**src/rtl/dimr_pkg.sv**
```systemverilog
package dimr_pkg;
  typedef enum logic [1:0] {
    SZ_8  = 2'd0,
    SZ_16 = 2'd1,
    SZ_32 = 2'd2,
    SZ_64 = 2'd3
  } acc_size_e;

  localparam int RN_EFF_BASE  = 8;
  localparam int RN_REQ       = 16;
  localparam int MASK_WIN_BIT = 12;
  localparam int EFF_WIN_BIT  = 13;
  localparam int IDX_LSB      = 4;
  localparam int IDX_W        = 6;
  localparam int RN_LSB       = 6;
endpackage

```
**src/rtl/dimr_req_vec.sv**
```systemverilog
module dimr_req_vec #(
  parameter int VEC_W = 64,
  parameter int NUM_W = $clog2(VEC_W)
) (
  input  logic             clk_i,
  input  logic             rst_ni,
  input  logic             set_i,
  input  logic             clr_i,
  input  logic [NUM_W-1:0] num_i,
  output logic [VEC_W-1:0] req_o
);
  logic [VEC_W-1:0] req_q, req_d;

  // set is applied after clear so it wins on the same line
  always_comb begin
    req_d = req_q;
    if (clr_i) req_d[num_i] = 1'b0;
    if (set_i) req_d[num_i] = 1'b1;
  end

  always_ff @(posedge clk_i or negedge rst_ni) begin
    if (!rst_ni) req_q <= '0;
    else         req_q <= req_d;
  end

  assign req_o = req_q;
endmodule

```
**src/rtl/dimr_mask_bank.sv**
```systemverilog
module dimr_mask_bank #(
  parameter int NUM_CPU = 4,
  parameter int VEC_W   = 64
) (
  input  logic                          clk_i,
  input  logic                          rst_ni,
  input  logic [NUM_CPU-1:0]            wr_en_i,
  input  logic [VEC_W-1:0]              wdata_i,
  input  logic [VEC_W-1:0]              req_i,
  output logic [NUM_CPU-1:0][VEC_W-1:0] mask_o,
  output logic [NUM_CPU-1:0][VEC_W-1:0] eff_o,
  output logic [NUM_CPU-1:0]            irq_o
);
  for (genvar k = 0; k < NUM_CPU; k++) begin : g_cpu
    logic [VEC_W-1:0] mask_q;
    logic             irq_q;

    always_ff @(posedge clk_i or negedge rst_ni) begin
      if (!rst_ni)        mask_q <= '0;
      else if (wr_en_i[k]) mask_q <= wdata_i;
    end

    assign eff_o[k]  = mask_q & req_i;
    assign mask_o[k] = mask_q;

    always_ff @(posedge clk_i or negedge rst_ni) begin
      if (!rst_ni) irq_q <= 1'b0;
      else         irq_q <= |eff_o[k];
    end

    assign irq_o[k] = irq_q;
  end
endmodule

```
**src/rtl/dimr_csr_port.sv**
```systemverilog
module dimr_csr_port
  import dimr_pkg::*;
#(
  parameter int NUM_CPU = 4,
  parameter int VEC_W   = 64,
  parameter int ADDR_W  = 16
) (
  input  logic                          clk_i,
  input  logic                          rst_ni,
  input  logic                          req_i,
  input  logic                          we_i,
  input  logic [1:0]                    size_i,
  input  logic [ADDR_W-1:0]             addr_i,
  input  logic [NUM_CPU-1:0][VEC_W-1:0] mask_i,
  input  logic [NUM_CPU-1:0][VEC_W-1:0] eff_i,
  input  logic [VEC_W-1:0]              reqv_i,
  output logic [NUM_CPU-1:0]            mask_we_o,
  output logic [VEC_W-1:0]              rdata_o,
  output logic                          err_o
);
  localparam int RN_W  = ADDR_W - RN_LSB;
  localparam int CPU_W = (NUM_CPU > 1) ? $clog2(NUM_CPU) : 1;
  localparam int HALF  = VEC_W / 2;

  logic [RN_W-1:0]  rnum;
  logic [IDX_W-1:0] win_idx, cpu_idx;
  logic [CPU_W-1:0] cpu_sel;
  logic             sel_mask, sel_eff, sel_req, bad, half_rd;
  logic [VEC_W-1:0] rd_val;
  logic [VEC_W-1:0] rdata_q;
  logic             err_q;

  assign rnum    = addr_i[ADDR_W-1:RN_LSB];
  assign win_idx = addr_i[IDX_LSB +: IDX_W];
  assign cpu_sel = cpu_idx[CPU_W-1:0];

  always_comb begin
    sel_mask = 1'b0;
    sel_eff  = 1'b0;
    sel_req  = 1'b0;
    bad      = 1'b0;
    cpu_idx  = '0;
    if (addr_i[MASK_WIN_BIT]) begin
      sel_mask = 1'b1;
      cpu_idx  = win_idx;
    end else if (addr_i[EFF_WIN_BIT]) begin
      sel_eff = 1'b1;
      cpu_idx = win_idx;
    end else if (rnum < RN_W'(NUM_CPU)) begin
      sel_mask = 1'b1;
      cpu_idx  = IDX_W'(rnum);
    end else if (rnum >= RN_W'(RN_EFF_BASE) && rnum < RN_W'(RN_EFF_BASE + NUM_CPU)) begin
      sel_eff = 1'b1;
      cpu_idx = IDX_W'(rnum - RN_W'(RN_EFF_BASE));
    end else if (rnum == RN_W'(RN_REQ)) begin
      sel_req = 1'b1;
    end else begin
      bad = 1'b1;
    end

    half_rd = sel_req && !we_i && (size_i == SZ_32);
    if ((sel_mask || sel_eff) && cpu_idx >= IDX_W'(NUM_CPU)) bad = 1'b1;
    if ((sel_eff || sel_req) && we_i)                        bad = 1'b1;
    if ((size_i != SZ_64) && !half_rd)                       bad = 1'b1;
  end

  always_comb begin
    if (sel_mask)     rd_val = mask_i[cpu_sel];
    else if (sel_eff) rd_val = eff_i[cpu_sel];
    else if (half_rd) rd_val = {{(VEC_W-HALF){1'b0}}, reqv_i[HALF-1:0]};
    else if (sel_req) rd_val = reqv_i;
    else              rd_val = '0;
  end

  for (genvar k = 0; k < NUM_CPU; k++) begin : g_we
    assign mask_we_o[k] = req_i && we_i && sel_mask && !bad && (cpu_sel == CPU_W'(k));
  end

  always_ff @(posedge clk_i or negedge rst_ni) begin
    if (!rst_ni) begin
      rdata_q <= '0;
      err_q   <= 1'b0;
    end else begin
      rdata_q <= (req_i && !we_i && !bad) ? rd_val : '0;
      err_q   <= req_i && bad;
    end
  end

  assign rdata_o = rdata_q;
  assign err_o   = err_q;
endmodule

```
**src/rtl/dimr_top.sv**
```systemverilog
module dimr_top #(
  parameter int NUM_CPU = 4,
  parameter int VEC_W   = 64,
  parameter int ADDR_W  = 16,
  parameter int NUM_W   = $clog2(VEC_W)
) (
  input  logic               clk_i,
  input  logic               rst_ni,
  input  logic               dev_set_i,
  input  logic               dev_clr_i,
  input  logic [NUM_W-1:0]   dev_num_i,
  input  logic               acc_req_i,
  input  logic               acc_we_i,
  input  logic [1:0]         acc_size_i,
  input  logic [ADDR_W-1:0]  acc_addr_i,
  input  logic [VEC_W-1:0]   acc_wdata_i,
  output logic [VEC_W-1:0]   acc_rdata_o,
  output logic               acc_err_o,
  output logic [NUM_CPU-1:0] dev_irq_o
);
  logic [VEC_W-1:0]              req_vec;
  logic [NUM_CPU-1:0][VEC_W-1:0] mask_vec;
  logic [NUM_CPU-1:0][VEC_W-1:0] eff_vec;
  logic [NUM_CPU-1:0]            mask_we;

  dimr_req_vec #(.VEC_W(VEC_W), .NUM_W(NUM_W)) u_req (
    .clk_i  (clk_i),
    .rst_ni (rst_ni),
    .set_i  (dev_set_i),
    .clr_i  (dev_clr_i),
    .num_i  (dev_num_i),
    .req_o  (req_vec)
  );

  dimr_mask_bank #(.NUM_CPU(NUM_CPU), .VEC_W(VEC_W)) u_bank (
    .clk_i   (clk_i),
    .rst_ni  (rst_ni),
    .wr_en_i (mask_we),
    .wdata_i (acc_wdata_i),
    .req_i   (req_vec),
    .mask_o  (mask_vec),
    .eff_o   (eff_vec),
    .irq_o   (dev_irq_o)
  );

  dimr_csr_port #(.NUM_CPU(NUM_CPU), .VEC_W(VEC_W), .ADDR_W(ADDR_W)) u_port (
    .clk_i     (clk_i),
    .rst_ni    (rst_ni),
    .req_i     (acc_req_i),
    .we_i      (acc_we_i),
    .size_i    (acc_size_i),
    .addr_i    (acc_addr_i),
    .mask_i    (mask_vec),
    .eff_i     (eff_vec),
    .reqv_i    (req_vec),
    .mask_we_o (mask_we),
    .rdata_o   (acc_rdata_o),
    .err_o     (acc_err_o)
  );
endmodule

```
**config.mk**
```make
export PLATFORM = sky130hd
export DESIGN_NAME = dimr_top
export DESIGN_NICKNAME = d
export VERILOG_FILES = /design/src/rtl/dimr_pkg.sv /design/src/rtl/dimr_req_vec.sv /design/src/rtl/dimr_mask_bank.sv /design/src/rtl/dimr_csr_port.sv /design/src/rtl/dimr_top.sv
export SDC_FILE = /design/constraint.sdc
export NUM_CORES = 1
export LEC_CHECK = 0
export ABC_CLOCK_PERIOD_IN_PS = 4400
export CORE_MARGIN = 3
export CORE_UTILIZATION = 63
export DETAILED_ROUTE_END_ITERATION = 10
export PLACE_DENSITY = 0.86
export SYNTH_ARGS = -nofsm -noshare
export SYNTH_HDL_FRONTEND = slang
export SYNTH_SLANG_ARGS = --single-unit
```
**constraint.sdc**
```tcl
create_clock -name clk_i -period 4.4 [get_ports clk_i]
set_clock_uncertainty 0.05 [all_clocks]
set_input_delay 1.1 -clock clk_i [delete_from_list [all_inputs] [get_ports clk_i]]
set_output_delay 1.1 -clock clk_i [all_outputs]
set_load 0.02 [all_outputs]
```
-- Yosys cells after proc, flatten, opt, wreduce, memory -nomap -nowiden
Index checks and enable logic that the tools add are counted.
- register bits after elaboration: 389
- bits of input ports: 94
- logic and storage cells: 96
- output and inout port bits: 69
- multiplexer cells: 37
- bitwise operators: 7
- reduce and logical (&&, ||, !) cells: 27
- eq/ne operators: 6
- $add $sub $neg: 1
- magnitude comparators: 7
- operators by type and width (cell ; count):
    $mux W64 ; 9
    $and A64 B64 Y64 ; 5
    $bmux W64 S2 ; 2
    $reduce_or A64 Y1 ; 4
    $not A64 Y64 ; 1
    $or A64 B64 Y64 ; 1
    $mux W6 ; 4
    $mux W1 ; 21
    $logic_and A1 B1 Y1 ; 17
    $eq A10 B5 Y1 const B ; 1
    $ge A10 B4 Y1 const B ; 1
    $lt A10 B3 Y1 const B ; 1
    $lt A10 B4 Y1 const B ; 1
    $lt A6 B7 Y1 const B ; 1
    $demux W1 S6 ; 1
    $eq A2 B2 Y1 const B ; 3
    $ge A6 B1 Y1 const B ; 1
    $ge A6 B3 Y1 const B ; 1
    $sub A6 B4 Y6 const B ; 1
    $logic_not A1 Y1 ; 3
    $lt A2 B3 Y1 const B ; 1
    $eq A2 B1 Y1 const B ; 1
    $logic_not A2 Y1 ; 1
    $logic_or A1 B1 Y1 ; 2
    $ne A2 B2 Y1 const B ; 1

-- Depth between registers and ports, before layout
- word-level depth: 14
- mapped depth: 9
- gate-level depth less buffers: 7

-- Cells and area by module
A second synthesis with hierarchy kept.
- cell total of the unflattened synthesis: 2199
- area, all modules: 21559.4 um2
- modules (own cells, without submodules) (module ; area an instance (um2) ; seq. area each (um2) ; cells each ; times used):
    dimr_mask_bank ; 11927.7 ; 6506.2 ; 912 ; 1
    dimr_csr_port ; 7093.1 ; 1626.6 ; 1053 ; 1
    dimr_req_vec ; 2538.7 ; 1601.5 ; 234 ; 1

-- Worst setup path before layout
OpenSTA, ideal clock, no wires.
- kind: input to register
- from: input acc_addr_i[10]
- to: register u_port.rdata_q[3] (netlist: u_port.rdata_o[3])
- cell stages on the path: 9
- library setup time: 0.072 ns
- path buffers: 2
- setup slack: 1.295 ns
- data required time: 4.278 ns
- data arrival time: 2.983 ns
- cell sequence: inv_1 clkbuf_1 ha_1 xor2_1 o2111a_1 nor4b_4 clkbuf_1 a31oi_1 nor2_1
- word-level cells in the longest chain between the ends: 14
- elaborated cells between the ends (all ways): 50
- those cells by class: 1 x add/sub; 4 x order compare; 1 x eq/ne; 33 x mux; 11 x reduce/logical
- ends and longest elaborated chain (element ; RTL line ; text):
    from (decl) ; dimr_top.sv:15 ; input logic [ADDR_W-1:0] acc_addr_i,
    $ge A10 B4 Y1 (tied with other cells) ; dimr_csr_port.sv:52 ; end else if (rnum >= RN_W'(RN_EFF_BASE) && rnum < RN_W'(RN_EFF_BASE + NUM_CPU)) begin
    $logic_and A1 B1 Y1 or $mux W1 (tied branches) ; dimr_csr_port.sv:52, dimr_csr_port.sv:55 ;
    $mux W6 or $mux W1 (tied branches) ; dimr_csr_port.sv:52 ;
    $mux W6 or $mux W1 (tied branches) ; dimr_csr_port.sv:49 ; end else if (rnum < RN_W'(NUM_CPU)) begin
    $mux W6 or $mux W1 (tied branches) ; dimr_csr_port.sv:46 ; end else if (addr_i[EFF_WIN_BIT]) begin
    $mux W6 or $mux W1 (tied branches) ; dimr_csr_port.sv:43 ; if (addr_i[MASK_WIN_BIT]) begin
    $ge A6 B3 Y1 (tied with other cells) ; dimr_csr_port.sv:62 ; if ((sel_mask || sel_eff) && cpu_idx >= IDX_W'(NUM_CPU)) bad = 1'b1;
    $logic_and A1 B1 Y1, on equally long branches ; dimr_csr_port.sv:62, dimr_csr_port.sv:61 ;
    $mux W1 or $logic_not A1 Y1 (tied branches) ; dimr_csr_port.sv:62, dimr_csr_port.sv:64 ;
    $mux W1 or $logic_and A1 B1 Y1 (tied branches) ; dimr_csr_port.sv:63, dimr_csr_port.sv:64 ;
    $mux W1 ; dimr_csr_port.sv:64 ; if ((size_i != SZ_64) && !half_rd) bad = 1'b1;
    $logic_not A1 Y1 ; dimr_csr_port.sv:84 ; rdata_q <= (req_i && !we_i && !bad) ? rd_val : '0;
    $logic_and A1 B1 Y1 ; dimr_csr_port.sv:84 ;
    $mux W64 (*) ; dimr_csr_port.sv:84 ;
    to (signal assigned) ; dimr_csr_port.sv:84 ;
    to (decl) ; dimr_csr_port.sv:30 ; logic [VEC_W-1:0] rdata_q;
Every way passes the cells marked *; elsewhere a longest branch is shown, timed or not. The select of a mux whose other input is x is not followed.
A chain may end at the register's enable or synchronous reset.

-- Worst setup path after layout
- from: input acc_addr_i[6]
- to: register u_bank.g_cpu[0].mask_q[43]
- word-level cells in the longest chain between the ends: 14
- elaborated cells between the ends (all ways): 44
- those cells by class: 1 x add/sub; 4 x order compare; 1 x eq/ne; 24 x mux; 14 x reduce/logical
- ends and longest elaborated chain (element ; RTL line ; text):
    $ge A10 B4 Y1 (tied with other cells) ; dimr_csr_port.sv:52 ;
    $logic_and A1 B1 Y1 or $mux W1 (tied branches) ; dimr_csr_port.sv:52, dimr_csr_port.sv:55 ;
    $mux W6 or $mux W1 (tied branches) ; dimr_csr_port.sv:52 ;
    $mux W6 or $mux W1 (tied branches) ; dimr_csr_port.sv:49 ;
    $mux W6 or $mux W1 (tied branches) ; dimr_csr_port.sv:46 ;
    $mux W6 or $mux W1 (tied branches) ; dimr_csr_port.sv:43 ;
    $ge A6 B3 Y1 (tied with other cells) ; dimr_csr_port.sv:62 ;
    $logic_and A1 B1 Y1, on equally long branches ; dimr_csr_port.sv:62, dimr_csr_port.sv:61 ;
    $mux W1 or $logic_not A1 Y1 (tied branches) ; dimr_csr_port.sv:62, dimr_csr_port.sv:64 ;
    $mux W1 or $logic_and A1 B1 Y1 (tied branches) ; dimr_csr_port.sv:63, dimr_csr_port.sv:64 ;
    $mux W1 ; dimr_csr_port.sv:64 ;
    $logic_not A1 Y1 ; dimr_csr_port.sv:76 ; assign mask_we_o[k] = req_i && we_i && sel_mask && !bad && (cpu_sel == CPU_W'(k));
    $logic_and A1 B1 Y1 ; dimr_csr_port.sv:76 ;
    $logic_and A1 B1 Y1 (*) ; dimr_csr_port.sv:76 ;
    to (signal assigned) ; dimr_mask_bank.sv:20 ; else if (wr_en_i[k]) mask_q <= wdata_i;
    to (decl) ; dimr_mask_bank.sv:15 ; logic [VEC_W-1:0] mask_q;
Every way passes the cells marked *; elsewhere a longest branch is shown, timed or not.

==> qor.yml <==
fin_area_mm2: 0.0224
grt_overflow_total: 0
viasPerCell: 8.02
placed_cell_area_mm2: 0.0211
ios: 163
fillerInstances: 1872
via_count: 16700
htree_levels: 2
grtUsageTotal_pct: 44.5
dieArea_mm2: 0.0322
hp-start: "u_bank.g_cpu[2].mask_q[24]"
cts_setup_buffers: 0
synth_edf_count: 0
slew_headroom_pct: 39.8
finalSetupViolCount: 0
synth_fp_nets: 1640
cts_root_buf: "clkbuf_16"
cp-start-kind: "input port"
firstDrtPassIters: 8
r2r_end: "u_bank.g_cpu[3].irq_q"
start_util_pct: 65.0
path_class: "in2reg"
crit_slowest_cell: "nor2_4"
dieWidth_um: 179
floorplan.die.height_um: 179
yosysWarningCount: 0
tritoncts.num_buffers: 41
grt_pass1_wl_mm: 109
cts_hold_buffers: 0
crit_family: "simple AND/OR/NAND/NOR gates"
synth-async-reset-ratio_pct: 100
synth.ff_latch_count: 389
worstPathArrival_ns: 4.11
worst_pin_slew_ns: 0.900
area_growth_pct: 18.1
final.min_clock_period_ns: 3.74
syn_inst: 1545
r2r_cells: 4
r2r-start: "u_req.req_o[11]"
status: "completed"
rrSetupSlack_ns: 1.94
crit_start: "acc_addr_i[6]"
timing.final.crit_share_pct: 84.9
fin_setup_tns_ns: 0
first_iter_violations: 2745
gp_congestion: 1.05
synth_area_mm2: 0.0190
dpl.hpwl_mm: 49.1
power.density_mw_per_mm2: 379
layout.nets: 1760
finalHoldViolations: 0
io_buffers: 158
ir_drop_v: 0.000332
rsz0062_at_grt: "false"
drv_cap: 0
avgSynthCellArea_um2: 12.3
cts.path.max_buffers: 3
clkTransAtPathRegs_ns: 0.06
grt_max_degree: 107
grt_pass1_vias: 16400
min_path_cells: 1
synth_flop_cell: "dfrtp_1"
p_leak_nw: 9.84
yosysUniqueCellTypes: 58
cp_slowest_stage_delay_ns: 0.74
crit_path_end_kind: "register"
cts_tree: "yes"
cts-resized-gates: 0
crit_chain: "clkdlybuf4s50_1 -> nor3_1 -> o221a_2 -> nand4_1 -> nor2_4 -> buf_12 -> mux2_2"
core_mm2: 0.0292
maxSlewViolCount: 0
path_buf_inv: 2
crit_required_ns: 4.77
drive_gt1_share_pct: 19.0
cp_max_fo: 42
num_rows: 62
timing.fmax_mhz: 268
min_to: "u_bank.g_cpu[2].mask_q[24]"
wl_mm: 73.7
clk_latency_ns: 0.54
hp-class: "reg2reg"
ant_nets: 0
cts_sinks: 389
drc: 0
antenna_found_initial: 3
wire_per_inst_um: 35.5
seq_area_frac_synth_pct: 51.3
## where the power goes
part / internal, mW / switching (mW) / leakage (nW)
Clock: 1.97 / 1.44 / 0.631
Combinational: 0.337 / 0.533 / 3.87
Sequential: 3.76 / 0.435 / 5.34
Total: 6.07 / 2.40 / 9.84
## layout make-up
type | count | area [um^2] | share of cell area [%]
diodes | 2 | 5.00 | 0.0224
clock buffers | 61 | 1180 | 5.28
clock inverters | 9 | 109 | 0.486
inverters | 27 | 101 | 0.453
multi-input cells | 1002 | 8620 | 38.5
flip-flops and latches | 389 | 9730 | 43.5
well taps | 384 | 480 | 2.15
repair buffers | 204 | 2150 | 9.62
## layout by cell type, fill, tap and decap left out, drive strengths merged, types with 43 or more instances in the layout
cell and count:
a22o 64, a211oi 43, clkbuf 61, nor4bb 45, mux2 278, a21oi 45, a221oi 65, o22ai 44
clkdlybuf4s50 156, dfrtp 389, o221ai 43, buf 48, o21ai 131, a31oi 44
## per-layer routing
metal	track usage (%)	share of wire (%)
met1	59.3	36
met4	20.1	6.1
met2	65.6	43
met5	0	0.069
met3	16.5	15
## synthesized netlist by cell type (7+ instances only)
cell type / n / share of area [%]
dfrtp_1: 389 / 51
mux2_2: 134 / 8.0
o21ai_0: 130 / 3.4
mux2_1: 84 / 5.0
clkbuf_1: 81 / 1.6
a221oi_1: 64 / 3.0
a22o_1: 64 / 3.0
mux2_4: 60 / 4.8
nor4bb_1: 45 / 2.4
a21oi_1: 44 / 1.2
a31oi_1: 44 / 1.5
o22ai_1: 44 / 1.5
a211oi_1: 43 / 1.7
o221ai_1: 43 / 2.0
nand4_1: 41 / 1.4
nor2_1: 29 / 0.57
inv_1: 27 / 0.53
buf_2: 26 / 0.69
a32oi_1: 23 / 1.1
o2111ai_1: 22 / 1.0
o211ai_1: 22 / 0.87
buf_6: 13 / 0.77
nand3_1: 10 / 0.26
nand2_1: 7 / 0.14
nor2b_1: 7 / 0.23
## through the flow
stage	cells	worst slack, ns	util, %	power (mW)	hold WS (ns)
after floorplan	1545	1.30	-	4.43	0.431
after global placement	2006	0.307	72.3	5.00	0.447
after detailed placement	2006	0.197	72.3	5.03	0.451
after CTS	2076	0.700	76.7	8.37	0.466
after global routing	2076	0.543	76.7	8.64	0.496
final	2078	0.663	76.7	8.47	0.468
## how the worst max path moves through the flow
stage | depth (start not counted) | slack, ns | to
global placement | 7 | 0.31 | u_bank.g_cpu[0].mask_q[50]
finish | 7 | 0.66 | u_bank.g_cpu[0].mask_q[43]
floorplan | 9 | 1.30 | u_port.rdata_o[3]
detailed placement | 7 | 0.20 | u_bank.g_cpu[0].mask_q[42]
global route | 7 | 0.54 | u_bank.g_cpu[0].mask_q[43]
CTS | 7 | 0.70 | u_bank.g_cpu[0].mask_q[42]
## sequential cells by signal (all words and copies together) (netlist names)
signal and flops:
u_bank.g_cpu.mask_q 256, u_req.req_o 64, u_port.rdata_o 64, u_port.err_o 1, u_bank.g_cpu.irq_q 4
## cell families after synthesis
group                    Yosys count  synth area share, %
AO/OA/AOI/OAI                    552                 20.5
XOR/XNOR                           1               0.0462
adder cells (fa/ha/maj)            1               0.0660
buffers and inverters            154                 3.81
flip-flops                       389                 51.3
multiplexers                     278                 17.7
AND/OR/NAND/NOR                  170                 6.47
(Power assumes the default switching activity.)
